==> src/rtl/i2c_eng_pkg.sv <==
package i2c_eng_pkg;
  typedef enum logic [2:0] {
    OP_NOP, OP_START, OP_STOP, OP_TX, OP_RX_ACK, OP_RX_LAST, OP_BAD
  } op_e;

  localparam logic [3:0] CODE_NOP     = 4'b0000;
  localparam logic [3:0] CODE_RX_ACK  = 4'b0010;
  localparam logic [3:0] CODE_TX      = 4'b0011;
  localparam logic [3:0] CODE_STOP    = 4'b0101;
  localparam logic [3:0] CODE_RX_LAST = 4'b0110;
  localparam logic [3:0] CODE_START   = 4'b1001;
endpackage

==> src/rtl/cmd_decode.sv <==
module cmd_decode
  import i2c_eng_pkg::*;
(
  input  logic [3:0] code,
  output op_e        op
);
  always_comb begin
    unique case (code)
      CODE_NOP:     op = OP_NOP;
      CODE_RX_ACK:  op = OP_RX_ACK;
      CODE_TX:      op = OP_TX;
      CODE_STOP:    op = OP_STOP;
      CODE_RX_LAST: op = OP_RX_LAST;
      CODE_START:   op = OP_START;
      default:      op = OP_BAD;
    endcase
  end
endmodule

==> src/rtl/quarter_timer.sv <==
module quarter_timer #(
  parameter int QTR_CYCLES = 25
) (
  input  logic       clk,
  input  logic       rst,
  input  logic       run,
  output logic       tick,
  output logic [1:0] phase,
  output logic       scl
);
  localparam int CW = (QTR_CYCLES > 1) ? $clog2(QTR_CYCLES) : 1;
  localparam logic [CW-1:0] LAST = CW'(QTR_CYCLES - 1);

  logic [CW-1:0] cnt;

  assign tick = (cnt == LAST);
  assign scl  = phase[1];

  always_ff @(posedge clk) begin
    if (rst) begin
      cnt   <= '0;
      phase <= 2'd3;
    end else begin
      cnt <= tick ? '0 : cnt + 1'b1;
      // a stopped clock parks in the last quarter with SCL high
      if (tick && (run || phase != 2'd3))
        phase <= phase + 2'd1;
    end
  end
endmodule

==> src/rtl/byte_sequencer.sv <==
module byte_sequencer
  import i2c_eng_pkg::*;
#(
  parameter int BITS = 8
) (
  input  logic            clk,
  input  logic            rst,
  input  logic            acc,
  input  op_e             acc_op,
  input  logic [BITS-1:0] tx_byte,
  input  logic            tick,
  input  logic [1:0]      phase,
  input  logic            sda_in,
  output logic            busy,
  output logic            err,
  output logic            rx_nack,
  output logic            tx_nack,
  output logic            irq,
  output logic            run,
  output logic            sda_low,
  output logic [BITS-1:0] rx_byte
);
  localparam int IW = $clog2(BITS + 1);
  localparam logic [IW-1:0] ACK_IDX = IW'(BITS);

  logic            active;
  op_e             op_r;
  logic [IW-1:0]   idx, nidx;
  logic [BITS-1:0] sh;
  logic            drv;

  wire slot_edge = tick && (phase == 2'd3);
  wire mid_high  = tick && (phase == 2'd2);
  wire rx_op     = (op_r == OP_RX_ACK) || (op_r == OP_RX_LAST);
  wire byte_op   = rx_op || (op_r == OP_TX);
  wire last_bit  = byte_op ? (idx == ACK_IDX) : 1'b1;

  // level to drive at the start of the next bit slot
  always_comb begin
    nidx = active ? idx + 1'b1 : '0;
    unique case (op_r)
      OP_STOP:   drv = 1'b1;
      OP_TX:     drv = (nidx == ACK_IDX) ? 1'b0 : ~sh[BITS-1];
      OP_RX_ACK: drv = (nidx == ACK_IDX);
      default:   drv = 1'b0;
    endcase
  end

  always_ff @(posedge clk) begin
    if (rst) begin
      busy <= 1'b0; err <= 1'b0; rx_nack <= 1'b0; tx_nack <= 1'b0;
      irq <= 1'b0; run <= 1'b0; sda_low <= 1'b0; rx_byte <= '0;
      active <= 1'b0; op_r <= OP_NOP; idx <= '0; sh <= '0;
    end else begin
      irq <= 1'b0;
      if (acc) begin
        unique case (acc_op)
          OP_NOP: begin run <= 1'b0; err <= 1'b0; end
          OP_BAD: err <= 1'b1;
          default: begin
            err <= 1'b0; busy <= 1'b1; run <= 1'b1;
            op_r <= acc_op; sh <= tx_byte;
          end
        endcase
      end
      if (slot_edge) begin
        if (active) begin
          if (last_bit) begin
            active <= 1'b0; busy <= 1'b0; irq <= 1'b1;
            sda_low <= (op_r == OP_START);
          end else begin
            idx <= nidx;
            sda_low <= drv;
            if (rx_op && nidx == ACK_IDX) tx_nack <= (op_r == OP_RX_LAST);
          end
        end else if (busy) begin
          active <= 1'b1; idx <= '0; sda_low <= drv;
        end
      end
      if (mid_high && active) begin
        unique case (op_r)
          OP_START: sda_low <= 1'b1;
          OP_STOP:  sda_low <= 1'b0;
          default: begin
            if (idx < ACK_IDX) sh <= {sh[BITS-2:0], sda_in};
            if (rx_op && idx == ACK_IDX - 1'b1) rx_byte <= {sh[BITS-2:0], sda_in};
            if (op_r == OP_TX && idx == ACK_IDX) rx_nack <= sda_in;
          end
        endcase
      end
    end
  end
endmodule

==> src/rtl/i2c_byte_engine.sv <==
module i2c_byte_engine
  import i2c_eng_pkg::*;
#(
  parameter int DATA_W     = 8,
  parameter int QTR_CYCLES = 25
) (
  input  logic              clk,
  input  logic              rst,
  input  logic              cmd_valid,
  input  logic [3:0]        cmd_code,
  input  logic [DATA_W-1:0] tx_byte,
  output logic [DATA_W-1:0] rx_byte,
  output logic              stat_err,
  output logic              stat_busy,
  output logic              stat_rx_nack,
  output logic              stat_tx_nack,
  output logic              done_irq,
  output logic              scl_o,
  output logic              sda_pull_low,
  input  logic              sda_in
);
  op_e        dec_op;
  logic       tick, run;
  logic [1:0] phase;

  wire acc = cmd_valid && !stat_busy;

  cmd_decode u_dec (.code(cmd_code), .op(dec_op));

  quarter_timer #(.QTR_CYCLES(QTR_CYCLES)) u_timer (
    .clk(clk), .rst(rst), .run(run), .tick(tick), .phase(phase), .scl(scl_o)
  );

  byte_sequencer #(.BITS(DATA_W)) u_seq (
    .clk(clk), .rst(rst), .acc(acc), .acc_op(dec_op), .tx_byte(tx_byte),
    .tick(tick), .phase(phase), .sda_in(sda_in),
    .busy(stat_busy), .err(stat_err), .rx_nack(stat_rx_nack),
    .tx_nack(stat_tx_nack), .irq(done_irq), .run(run),
    .sda_low(sda_pull_low), .rx_byte(rx_byte)
  );
endmodule

==> config.mk <==
export PLATFORM = sky130hd
export DESIGN_NAME = i2c_byte_engine
export DESIGN_NICKNAME = d
export VERILOG_FILES = /design/src/rtl/i2c_eng_pkg.sv /design/src/rtl/cmd_decode.sv /design/src/rtl/quarter_timer.sv /design/src/rtl/byte_sequencer.sv /design/src/rtl/i2c_byte_engine.sv
export SDC_FILE = /design/constraint.sdc
export NUM_CORES = 1
export LEC_CHECK = 0
export BUFFER_PORTS_ARGS = -buffer_cell sky130_fd_sc_hd__buf_2
export CAP_MARGIN = 15
export CORE_MARGIN = 2
export CORE_UTILIZATION = 35
export CTS_BUF_LIST = sky130_fd_sc_hd__clkbuf_16
export DETAILED_ROUTE_END_ITERATION = 10
export PLACE_DENSITY = 0.52
export SLEW_MARGIN = 10
export SYNTH_ARGS = -nofsm -noshare
export SYNTH_HDL_FRONTEND = slang
export SYNTH_SLANG_ARGS = --single-unit
==> constraint.sdc <==
create_clock -name clk -period 2.8 [get_ports clk]
set_input_delay 0.28 -clock clk [delete_from_list [all_inputs] [get_ports clk]]
set_output_delay 0.28 -clock clk [all_outputs]
set_load 0.05 [all_outputs]
### After elaboration in Yosys (flattened, before gate mapping)

Index checks and enable logic that the tools add are counted.
Widths: inputs -> output; s select.

| word-level totals | value |
|---|---|
| flip-flop bits (word level) | 38 |

| cells by class | value |
|---|---|
| add/subtract/negate cells | 3 |
| magnitude comparators | 1 |
| equal/unequal tests | 19 |
| mux-type cells | 30 |
| bitwise gates (word level) | 7 |
| reductions and logical operators | 25 |

Operators by type and width:

| cell | number |
|---|---|
| $mux 8 | 5 |
| $pmux 3 s6 | 1 |
| $mux 1 | 17 |
| $mux 4 | 4 |
| $eq 4x3->1 const B | 3 |
| $eq 4x4->1 const B | 3 |
| $eq 3x3->1 const B | 3 |
| $reduce_and 3->1 | 3 |
| $eq 4x2->1 const B | 2 |
| $logic_and 1x1->1 | 8 |
| $not 1->1 | 7 |
| $eq 3x2->1 const B | 2 |
| $reduce_or 2->1 | 3 |
| $add 5x1->5 const B | 1 |
| $eq 5x5->1 const B | 1 |
| $add 4x1->4 const B | 1 |
| $eq 2x2->1 const B | 2 |
| $logic_not 4->1 | 1 |
| $lt 4x4->1 const B | 1 |
| $ne 2x2->1 const B | 2 |
| $pmux 1 s2 | 2 |
| $reduce_and 2->1 | 2 |
| $reduce_and 4->1 | 1 |
| $eq 3x1->1 const B | 1 |
| other kinds (7) | 9 |

### Longest topological paths before layout

Gate-level depths: netlist (run 1).

| logic depth | value |
|---|---|
| depth after elaboration | 10 |
| mapped depth | 10 |
| gate-level depth less buffers | 7 |

### Hierarchy

Synthesis (run 1) repeated with hierarchy kept, for this count alone.

| unflattened totals | value |
|---|---|
| cell total of the unflattened synthesis | 230 |
| area, all modules | 2,059.5 sq um |

By module, submodules not included:

| module | times used | cells an instance | area an instance (sq um) | sequential area each (sq um) |
|---|---|---|---|---|
| byte_sequencer | 1 | 182 | 1,630.3 | 620.6 |
| quarter_timer | 1 | 35 | 336.6 | 140.1 |
| cmd_decode | 1 | 12 | 78.8 | 0.0 |
| i2c_byte_engine | 1 | 1 | 13.8 | 0.0 |

### Worst setup path after synthesis (run 1)

OpenSTA, ideal clock, no wires.

| timing | value |
|---|---|
| path type | flip-flop to flip-flop |
| start | register u_timer.phase[1] |
| end | register u_seq.rx_byte[0] |
| setup time | 0.128 ns |
| arrival time | 1.880 ns |
| data required time | 2.672 ns |
| path slack | 0.793 ns |
| cell stages (with the launch flop) | 6 |
| buffers on the path | 0 |
| clock period less this slack | 2.007 ns |
| path through | dfxtp_1 > ha_1 > nand3_4 > nor4_4 > mux2i_1 > nor2_1 |

| on the way | value |
|---|---|
| longest elaborated chain between the ends | 4 |

Ends and longest elaborated chain:

| element | RTL line | text |
|---|---|---|
| from (decl) | quarter_timer.sv:8 | `output logic [1:0] phase,` |
| from (signal assigned) | quarter_timer.sv:27 | `phase <= phase + 2'd1;` |
| $eq 2x2->1 | byte_sequencer.sv:33 | `wire mid_high = tick && (phase == 2'd2);` |
| $logic_and 1x1->1 | byte_sequencer.sv:33 |  |
| $logic_and 1x1->1 | byte_sequencer.sv:80 | `if (mid_high && active) begin` |
| $reduce_and 3->1 (no source line) | - |  |
| to (signal assigned) | byte_sequencer.sv:86 | `if (rx_op && idx == ACK_IDX - 1'b1) rx_byte <= {sh[BITS-2:0], sda_in};` |
| to (decl) | byte_sequencer.sv:21 | `output logic [BITS-1:0] rx_byte` |

No other way between the ends.
A chain may end at the register's enable or synchronous reset.

### Final worst setup path (run 1)

| timing | value |
|---|---|
| start | register u_timer.cnt[0] |
| end | register u_seq.rx_byte[1] |

| on the way | value |
|---|---|
| longest elaborated chain between the ends | 4 |

Ends and longest elaborated chain:

| element | RTL line | text |
|---|---|---|
| from (decl) | quarter_timer.sv:14 | `logic [CW-1:0] cnt;` |
| from (signal assigned) | quarter_timer.sv:24 | `cnt <= tick ? '0 : cnt + 1'b1;` |
| $eq 5x5->1 | quarter_timer.sv:16 | `assign tick = (cnt == LAST);` |
| $logic_and 1x1->1 | byte_sequencer.sv:33 |  |
| $logic_and 1x1->1 | byte_sequencer.sv:80 |  |
| $reduce_and 3->1 (no source line) | - |  |

No other way between the ends.

==> results list, run 1 <==
* Outcome: complete, no violations
- Maximum vdd drop: 316 uV
- Int Power: 1.01 mW
- Share of the cycle needed by the critical path after routing: 77.6%
* Count of antenna-violating nets left after detailed routing: 0
- After floorplanning, the core was divided into 27 placement rows.
- Buffers plus inverters on the worst setup path: 1
- The synthesized design contains 38 register bits.
* Library cells used by synthesis: 45
- Setup violations, final: 0
* Source of the worst hold timing path: sda_in
- Buffer levels on the longest clock path: 2
- Syn-to-layout area delta: 18.2%
* Synthesized netlist net count: 247
- Most frequent cells in the layout: sky130_fd_sc_hd__dfxtp_1 (38), sky130_fd_sc_hd__nor2_1 (37), sky130_fd_sc_hd__buf_2 (30)
- Fraction of final layout cells sized beyond drive strength 1: 17.4%
- Cell area after technology mapping: 0.00197 sq mm
- Across all layers, the routed design uses 1614 vias.
- Core area: 0.00547 sq mm
- For the pin with the worst max-slew slack, the measured transition is 0.701 ns.
- Global routing consumed, over all layers together, 14.5% of the routing resources.
- Cell family with most CP delay: simple AND/OR/NAND/NOR gates
* Leak pwr: 0.925 nW
- Routability-driven placement finished with a final weighted congestion of 0.751.
* Vert. Die Dim: 79.0 microns
- Using the TritonRoute via totals, the vias-per-cell ratio works out to 4.97.
- In the routed design, unresolved DRC markers number 0.
- The net count of the finished layout is 274.
- Worst relative slew slack: 52.9%
* Delay of the slowest critical-path stage: 0.66 ns
* Maximum fanout along the worst path: 8
* Detailed Route WL: 4050 microns
* Share of async-settable or async-resettable flops after synthesis: 0%
- The worst path needs 2.17 ns of the cycle, external delays included.
* Number of instances in the synthesized netlist: 225
- DRT Pass-1 Iters: 4
* Min Hold Slack: 0.273 ns
- Fraction of power spent switching nets: 21.7%
- Overflow left after global routing: 0
- Worst min-delay path category: input port to register
- From left edge to right edge, the die measures 79.0 microns.
- Critical path data required time: 2.94 ns
- Clock-pin slew was measured on the worst setup and hold paths at 0.05 ns.
- The filler cells instantiated in the layout total 573.
* Initial antenna violation count: 0
* TritonCTS sink count: 38
* Post-CTS Setup Bufs: 0
* Antenna diode count: 0
* First-pass GRT wire length: 7210 microns
- Critical path origin: u_timer.cnt[0]
* Total power per unit cell area: 556 mW/mm^2
- After the first detailed-routing iteration, the DRC count stood at 49.
- The number of global-route vias before repair is 1517.
- Source of the worst register-to-register timing path: u_timer.cnt[0]
- Sum Neg Setup Slack: 0 ns
- The total count of hold-check failures in the final report is 0.
- Final worst clock skew: 0.00541 ns
* Nature of the critical path endpoint: register
* Detail-routed net length per standard cell: 12.5 microns
- Area used by multi-input combinational logic: 0.00110 sq mm
* Share of power burned in the clock network: 47.8%
* Max Transition Viols Final: 0
- HPWL Detailed: 2950 microns
* Hold buffer count at CTS: 0
- Starting utilization of the core area: 35.9%
- Unrepaired setup endpoints after global routing: false
- The tree is rooted in a sky130_fd_sc_hd__clkbuf_16.
- Per report_power, the sequential group accounts for 44.3% of the total.
* I/O pins: 31
* Max-cap viol count: 0
* Clock buffers created by TritonCTS: 5
* Maximum clock frequency: 460 MHz
* Fraction of the yosys area taken by sequential cells: 38.7%
- Area of all sequential standard cells: 761 sq um
- In this run, the combinational gates consume 7.9% of the power.
- Ordered list of cells on the worst path: inv_1, ha_1, and4b_1, nand3_4, nor4_4, mux2i_1, nor2_1
- During placement, the flow inserted port buffers numbering 30.
- Yosys mapped a number of flops with a built-in enable equal to 0.
* Mean post-synth cell area: 8.74 sq um
* Largest net degree at the start of global routing: 37
* Pre-CTS setup slack: 0.607 ns
- The critical path is of the register to register type.
* Smallest setup slack after layout: 0.626 ns
- In the synthesized netlist the dominant register cell turns out to be sky130_fd_sc_hd__dfxtp_1.
- Startpoint types: register
- In this run the number of H-tree levels came out at 2.
* Most frequent standard cell in the layout excluding fill and tap cells: sky130_fd_sc_hd__dfxtp_1
- Data arrival time of the worst path: 2.31 ns
- Power dissipated by switching net loads: 0.281 mW
- Max stage delay cell, worst path: sky130_fd_sc_hd__nor4_4
* # resized after CTS: 0
- Synthesis warning total: 0
- At the later pin of the worst-skew pair, clock insertion delay measures 0.28 ns.
- Full die area: 0.00624 sq mm
- TritonCTS built the clock tree.
[power by group through the flow]
stage	sequential, mW	clock (mW)	combinational, mW
2_1_floorplan	0.586	0	0.0715
3_3_place_gp	0.584	0	0.104
3_5_place_dp	0.584	0	0.104
4_1_cts	0.573	0.633	0.104
5_1_grt	0.575	0.655	0.117
6_report	0.572	0.618	0.103
[per-layer routing]
metal	share of wire, %	routed length, microns	GRT usage [%]
met4	0.57	23	6.21
met1	51	2070	19.7
met5	0	0	0
met3	3.3	135	2.84
met2	45	1820	22.4
[synthesized netlist by cell type (2+ instances only)]
master,count,area share (%)
sky130_fd_sc_hd__dfxtp_1,38,39
sky130_fd_sc_hd__nor2_1,37,7.1
sky130_fd_sc_hd__mux2i_1,22,11
sky130_fd_sc_hd__nand2_1,13,2.5
sky130_fd_sc_hd__a211oi_1,12,4.6
sky130_fd_sc_hd__inv_1,12,2.3
sky130_fd_sc_hd__a21oi_1,8,2.0
sky130_fd_sc_hd__clkbuf_1,7,1.3
sky130_fd_sc_hd__ha_1,6,3.8
sky130_fd_sc_hd__nand2b_1,5,1.6
sky130_fd_sc_hd__nand3_1,5,1.3
sky130_fd_sc_hd__o21ai_0,5,1.3
sky130_fd_sc_hd__xnor2_1,5,2.2
sky130_fd_sc_hd__xor2_1,4,1.8
sky130_fd_sc_hd__a22oi_1,3,1.1
sky130_fd_sc_hd__buf_2,3,0.76
sky130_fd_sc_hd__nand3b_1,3,1.1
sky130_fd_sc_hd__nor3_1,3,0.76
sky130_fd_sc_hd__o211ai_1,3,1.1
sky130_fd_sc_hd__or3_1,3,0.95
sky130_fd_sc_hd__nor3b_1,2,0.76
sky130_fd_sc_hd__o32ai_1,2,0.89
sky130_fd_sc_hd__or2_2,2,0.64
[sequential cells by signal, summed over array words and instances, names as in the netlist]
register / cells
u_seq.tx_nack: 1
u_seq.sh: 8
u_timer.cnt: 5
u_seq.rx_byte: 8
u_seq.idx: 4
u_seq.active: 1
u_seq.run: 1
u_timer.phase: 2
u_seq.rx_nack: 1
u_seq.op_r: 3
u_seq.busy: 1
u_seq.sda_low: 1
u_seq.err: 1
u_seq.irq: 1
[per-stage QoR]
step	total power, mW	utilization (%)	std cells	instance area, sq um
3_3_place_gp	0.688	39.5	317	2160
2_1_floorplan	0.658	-	225	1970
5_1_grt	1.35	42.5	325	2320
4_1_cts	1.31	42.5	325	2320
6_report	1.29	42.5	325	2320
3_5_place_dp	0.688	39.5	317	2160
[cell type report]
type	instances	area share [%]
multi-input combinational	163	47.4
sequential	38	32.7
timing repair buffer	32	7.10
clock buffer	5	5.38
tap	72	3.88
inverter	12	1.94
clock inverter	3	1.61
[worst register-to-register path: stages (launching register included)]
cell                      delay (ns)
sky130_fd_sc_hd__dfxtp_1        0.33
sky130_fd_sc_hd__inv_1          0.06
sky130_fd_sc_hd__ha_1           0.13
sky130_fd_sc_hd__and4b_1        0.38
sky130_fd_sc_hd__nand3_4        0.15
sky130_fd_sc_hd__nor4_4         0.66
sky130_fd_sc_hd__mux2i_1        0.27
sky130_fd_sc_hd__nor2_1         0.05
[final timing paths]
path / endpoint / slack, ns / depth (start not counted)
setup / recovery: u_seq.rx_byte[1] / 0.63 / 7
hold / removal: u_seq.rx_nack / 0.27 / 3
setup reg to reg: u_seq.rx_byte[1] / 0.63 / 7
hold reg to reg: u_timer.cnt[0] / 0.46 / 1
[cell families after synthesis]
family	share of synthesized area, %
simple gates	21.7
fa+ha+maj	4.33
mux	11.2
flops	38.7
xor+xnor	4.01
compound gates	14.8
buf+inv	5.34
(Power assumes the default switching activity.)
==> run 2: changes to the inputs <==
==> constraint.sdc (replaced) <==
create_clock -name clk -period 2.2 [get_ports clk]
set_input_delay 0.22 -clock clk [delete_from_list [all_inputs] [get_ports clk]]
set_output_delay 0.22 -clock clk [all_outputs]
set_load 0.05 [all_outputs]
==> run 2 against run 1 <==
Net effect: largest cell class unchanged; combinational power up 31%; worst hold slack worse by 0.045 ns; cell count rose by 1.2%; non-clock buffer count grew 4; highest routed layer unchanged; sequential power rose by 27%; first-iteration DRC count down 2.0%; design area rose by 0.22%; via count is essentially flat.
==> results list, run 2 (synthesis gave the netlist of run 1 again) <==
- From synthesis to final layout, the design area changed by 18.4%.
- First-pass GRT wire length: 7400 microns (+2.7%)
- The global-route usage over all layers came to 15.2% (+0.74 points).
- Setup violations, final: 0 (unchanged)
- The die span in x was 79.0 microns (unchanged).
- Setup repair after global routing left no endpoint under its margin.
- The final layout net count is 278 (+1.5%).
- The CTS clock-pin slew for the worst setup and hold paths came to 0.06 ns (about the same).
- The y dimension of the die is 79.0 microns (unchanged).
* Count of antenna-violating nets left after detailed routing: 0 (unchanged)
- The total number of clock tree sinks is 38 (unchanged).
* Buffers plus inverters on the worst setup path: 1 (unchanged)
* Nature of the critical path endpoint: register
* Hold-critical path depth: 2 (-1)
* R2r setup slk: 0.28 ns (-0.34 ns)
* Worst min-delay path category: input port to register
- The top-level I/O count came to 31 (unchanged).
* Source of the worst hold timing path: cmd_code[1]
* Post-DR vias/cell: 4.90 (-1.3%)
* Post-CTS Setup Bufs: 0 (unchanged)
* Port buffer count: 30 (unchanged)
- Starting utilization of the core area: 35.9% (unchanged)
* CTS tree: yes
- Leaving out fill and tap cells, the most frequent cell in the layout is sky130_fd_sc_hd__dfxtp_1.
- The setup total negative slack is 0 ns (unchanged).
- The length of routed wiring on met1 was 2140 microns (+3.7%).
- For hold timing, the worst endpoint is u_seq.run.
- Setup CP Type: register to register
* # resized after CTS: 0 (unchanged)
- The number of non-filler instances in the completed layout is 329 (+1.2%).
* Hold buffer count at CTS: 0 (unchanged)
- Max stage delay cell, worst path: sky130_fd_sc_hd__or3_1
- The weighted congestion at the end of routability-driven global placement is 0.763 (+1.6%).
- The count of inserted antenna diode cells was 0 (unchanged).
- CTS HTree Levels: 2 (unchanged)
* Largest net degree at the start of global routing: 30 (-19%)
* Most frequent cells in the layout: sky130_fd_sc_hd__dfxtp_1 (38), sky130_fd_sc_hd__nor2_1 (37), sky130_fd_sc_hd__buf_2 (30)
- Tightest Pin Transition: 0.539 ns (-0.162 ns)
* Shortest period the worst path allows: 1.92 ns (-0.256 ns)
- In this run the critical register-to-register path is launched from u_timer.cnt[0].
- Number of failing hold endpoints at the final stage: 0 (unchanged)
- Buffer levels on the longest clock path: 2 (unchanged)
* Placed cell count: 321 (+1.3%)
- Total power per unit cell area: 663 mW/mm^2 (+19%)
- The number of max-cap violations is 0 (unchanged).
- On the critical path the largest part of the delay comes from simple AND/OR/NAND/NOR gates.
* Registers with the most flip-flops: u_seq.rx_byte: 8 flops, u_seq.sh: 8 flops, u_timer.cnt: 5 flops
- Maximum vdd drop: 352 uV (+11%)
- Vias in the first global route: 1571 (+3.6%)
- The proportion of layout cells with a drive suffix above 1 is 18.7% (+1.3 points).
- Residual DRC: 0 (unchanged)
* Clock buffers created by TritonCTS: 5 (unchanged)
* Ordered list of cells on the worst path: inv_1, ha_1, and4b_1, nand3_4, or3_1, a211oi_1
- Maximum fanout along the worst path: 16 (+8)
- Critical path data required time: 2.39 ns (-0.55 ns)
- Leak pwr: 0.932 nW (+0.77%)
- Worst relative slew slack: 64.1% (+11 points)
- Share of the cycle needed by the critical path after routing: 87.2% (+9.5 points)
- Metal2 WL: 1830 microns (+0.27%)
- The largest stage delay on the critical path came to 0.60 ns (-0.06 ns).
- HPWL Detailed: 3080 microns (+4.4%)
- Num rows: 27 (unchanged)
- The total count of max-transition violations in the final report came to 0 (unchanged).
- STA classifies the critical path startpoint as a register.
* Initial antenna violation count: 0 (unchanged)
* Clock latency at the later pin of the worst-skew pair: 0.28 ns (about the same)
- The number of cells on the worst reg-to-reg path was 6 (-1).
- Met3 wire length: 147 microns (+8.9%)
- The clock tree skew after final layout was 0.00918 ns (+0.00377 ns).
- The residual overflow from global routing is 0 (unchanged).
- The total iterations of the first detailed-routing run is 4 (unchanged).
- Data arrival time of the worst path: 2.11 ns (-0.20 ns)
* Maximum clock frequency: 521 MHz (+13%)
- The run finished with clean final reports.
- Highest metal layer with signal wires: met4
- The floorplan die area came to 0.00624 sq mm (unchanged).
- The number of violations reported at the end of detailed-routing iteration 0 came to 48 (-2.0%).
* Detailed Route WL: 4190 microns (+3.4%)
- The placeable core region came to 0.00547 sq mm (unchanged).
- The detailed-route wire length per cell is 12.7 microns (+2.2%).
* Critical R2R Capture: u_seq.sh[2]
- CTS placed an instance of sky130_fd_sc_hd__clkbuf_16 at the clock tree root.
* Total via count in the routed design: 1613 (-0.062%)
[run 2: cell types whose count changed in the layout (fill, tap and decap cells not counted), sizes merged]
cell,change
buf,+4
bufinv,-1
clkinv,+2
inv,-1
[run 2: worst max-delay path by stage]
stage	start	end	slack [ns]	cells past startpoint
after floorplan	u_timer.phase[1]	u_seq.rx_byte[0]	0.19	5
after global placement	u_timer.cnt[0]	u_seq.sh[6]	0.37	7
after detailed placement	u_timer.cnt[0]	u_seq.sh[3]	0.29	7
after CTS	u_timer.cnt[0]	u_seq.sh[7]	0.28	7
after global routing	u_timer.cnt[0]	u_seq.sh[7]	0.09	7
final	u_timer.cnt[0]	u_seq.sh[2]	0.28	6
[run 2: final cells by class]
type	instances	area, sq um
Sequential cell	38	761
Timing Repair Buffer	36	195
Tap cell	72	90.1
Clock buffer	5	125
Clock inverter	3	12.5
Fill cell	577	3140
Inverter	12	45.0
Multi-Input combinational cell	163	1100
[run 2: through the flow]
step | power (mW) | utilization, % | instance area (sq um) | worst slack [ns] | hold WS (ns)
floorplan | 0.837 | - | 1970 | 0.193 | 0.344
detailed placement | 0.879 | 40.1 | 2190 | 0.289 | 0.469
CTS | 1.55 | 42.6 | 2330 | 0.283 | 0.224
global placement | 0.879 | 40.1 | 2190 | 0.368 | 0.443
finish | 1.54 | 42.6 | 2330 | 0.282 | 0.228
global route | 1.61 | 42.6 | 2330 | 0.0934 | 0.244
[run 2: layer usage]
metal  up-vias  track usage [%]
li1        849                -
met1       738             21.1
met2        21             22.3
met3         5             4.09
met4         0             6.38
met5         -                0
[run 2: report_power, final]
group          leakage (nW)  switching, mW  internal [mW]
Combinational         0.552         0.0772         0.0576
Clock                0.0724          0.271          0.409
Sequential            0.308         0.0203          0.708
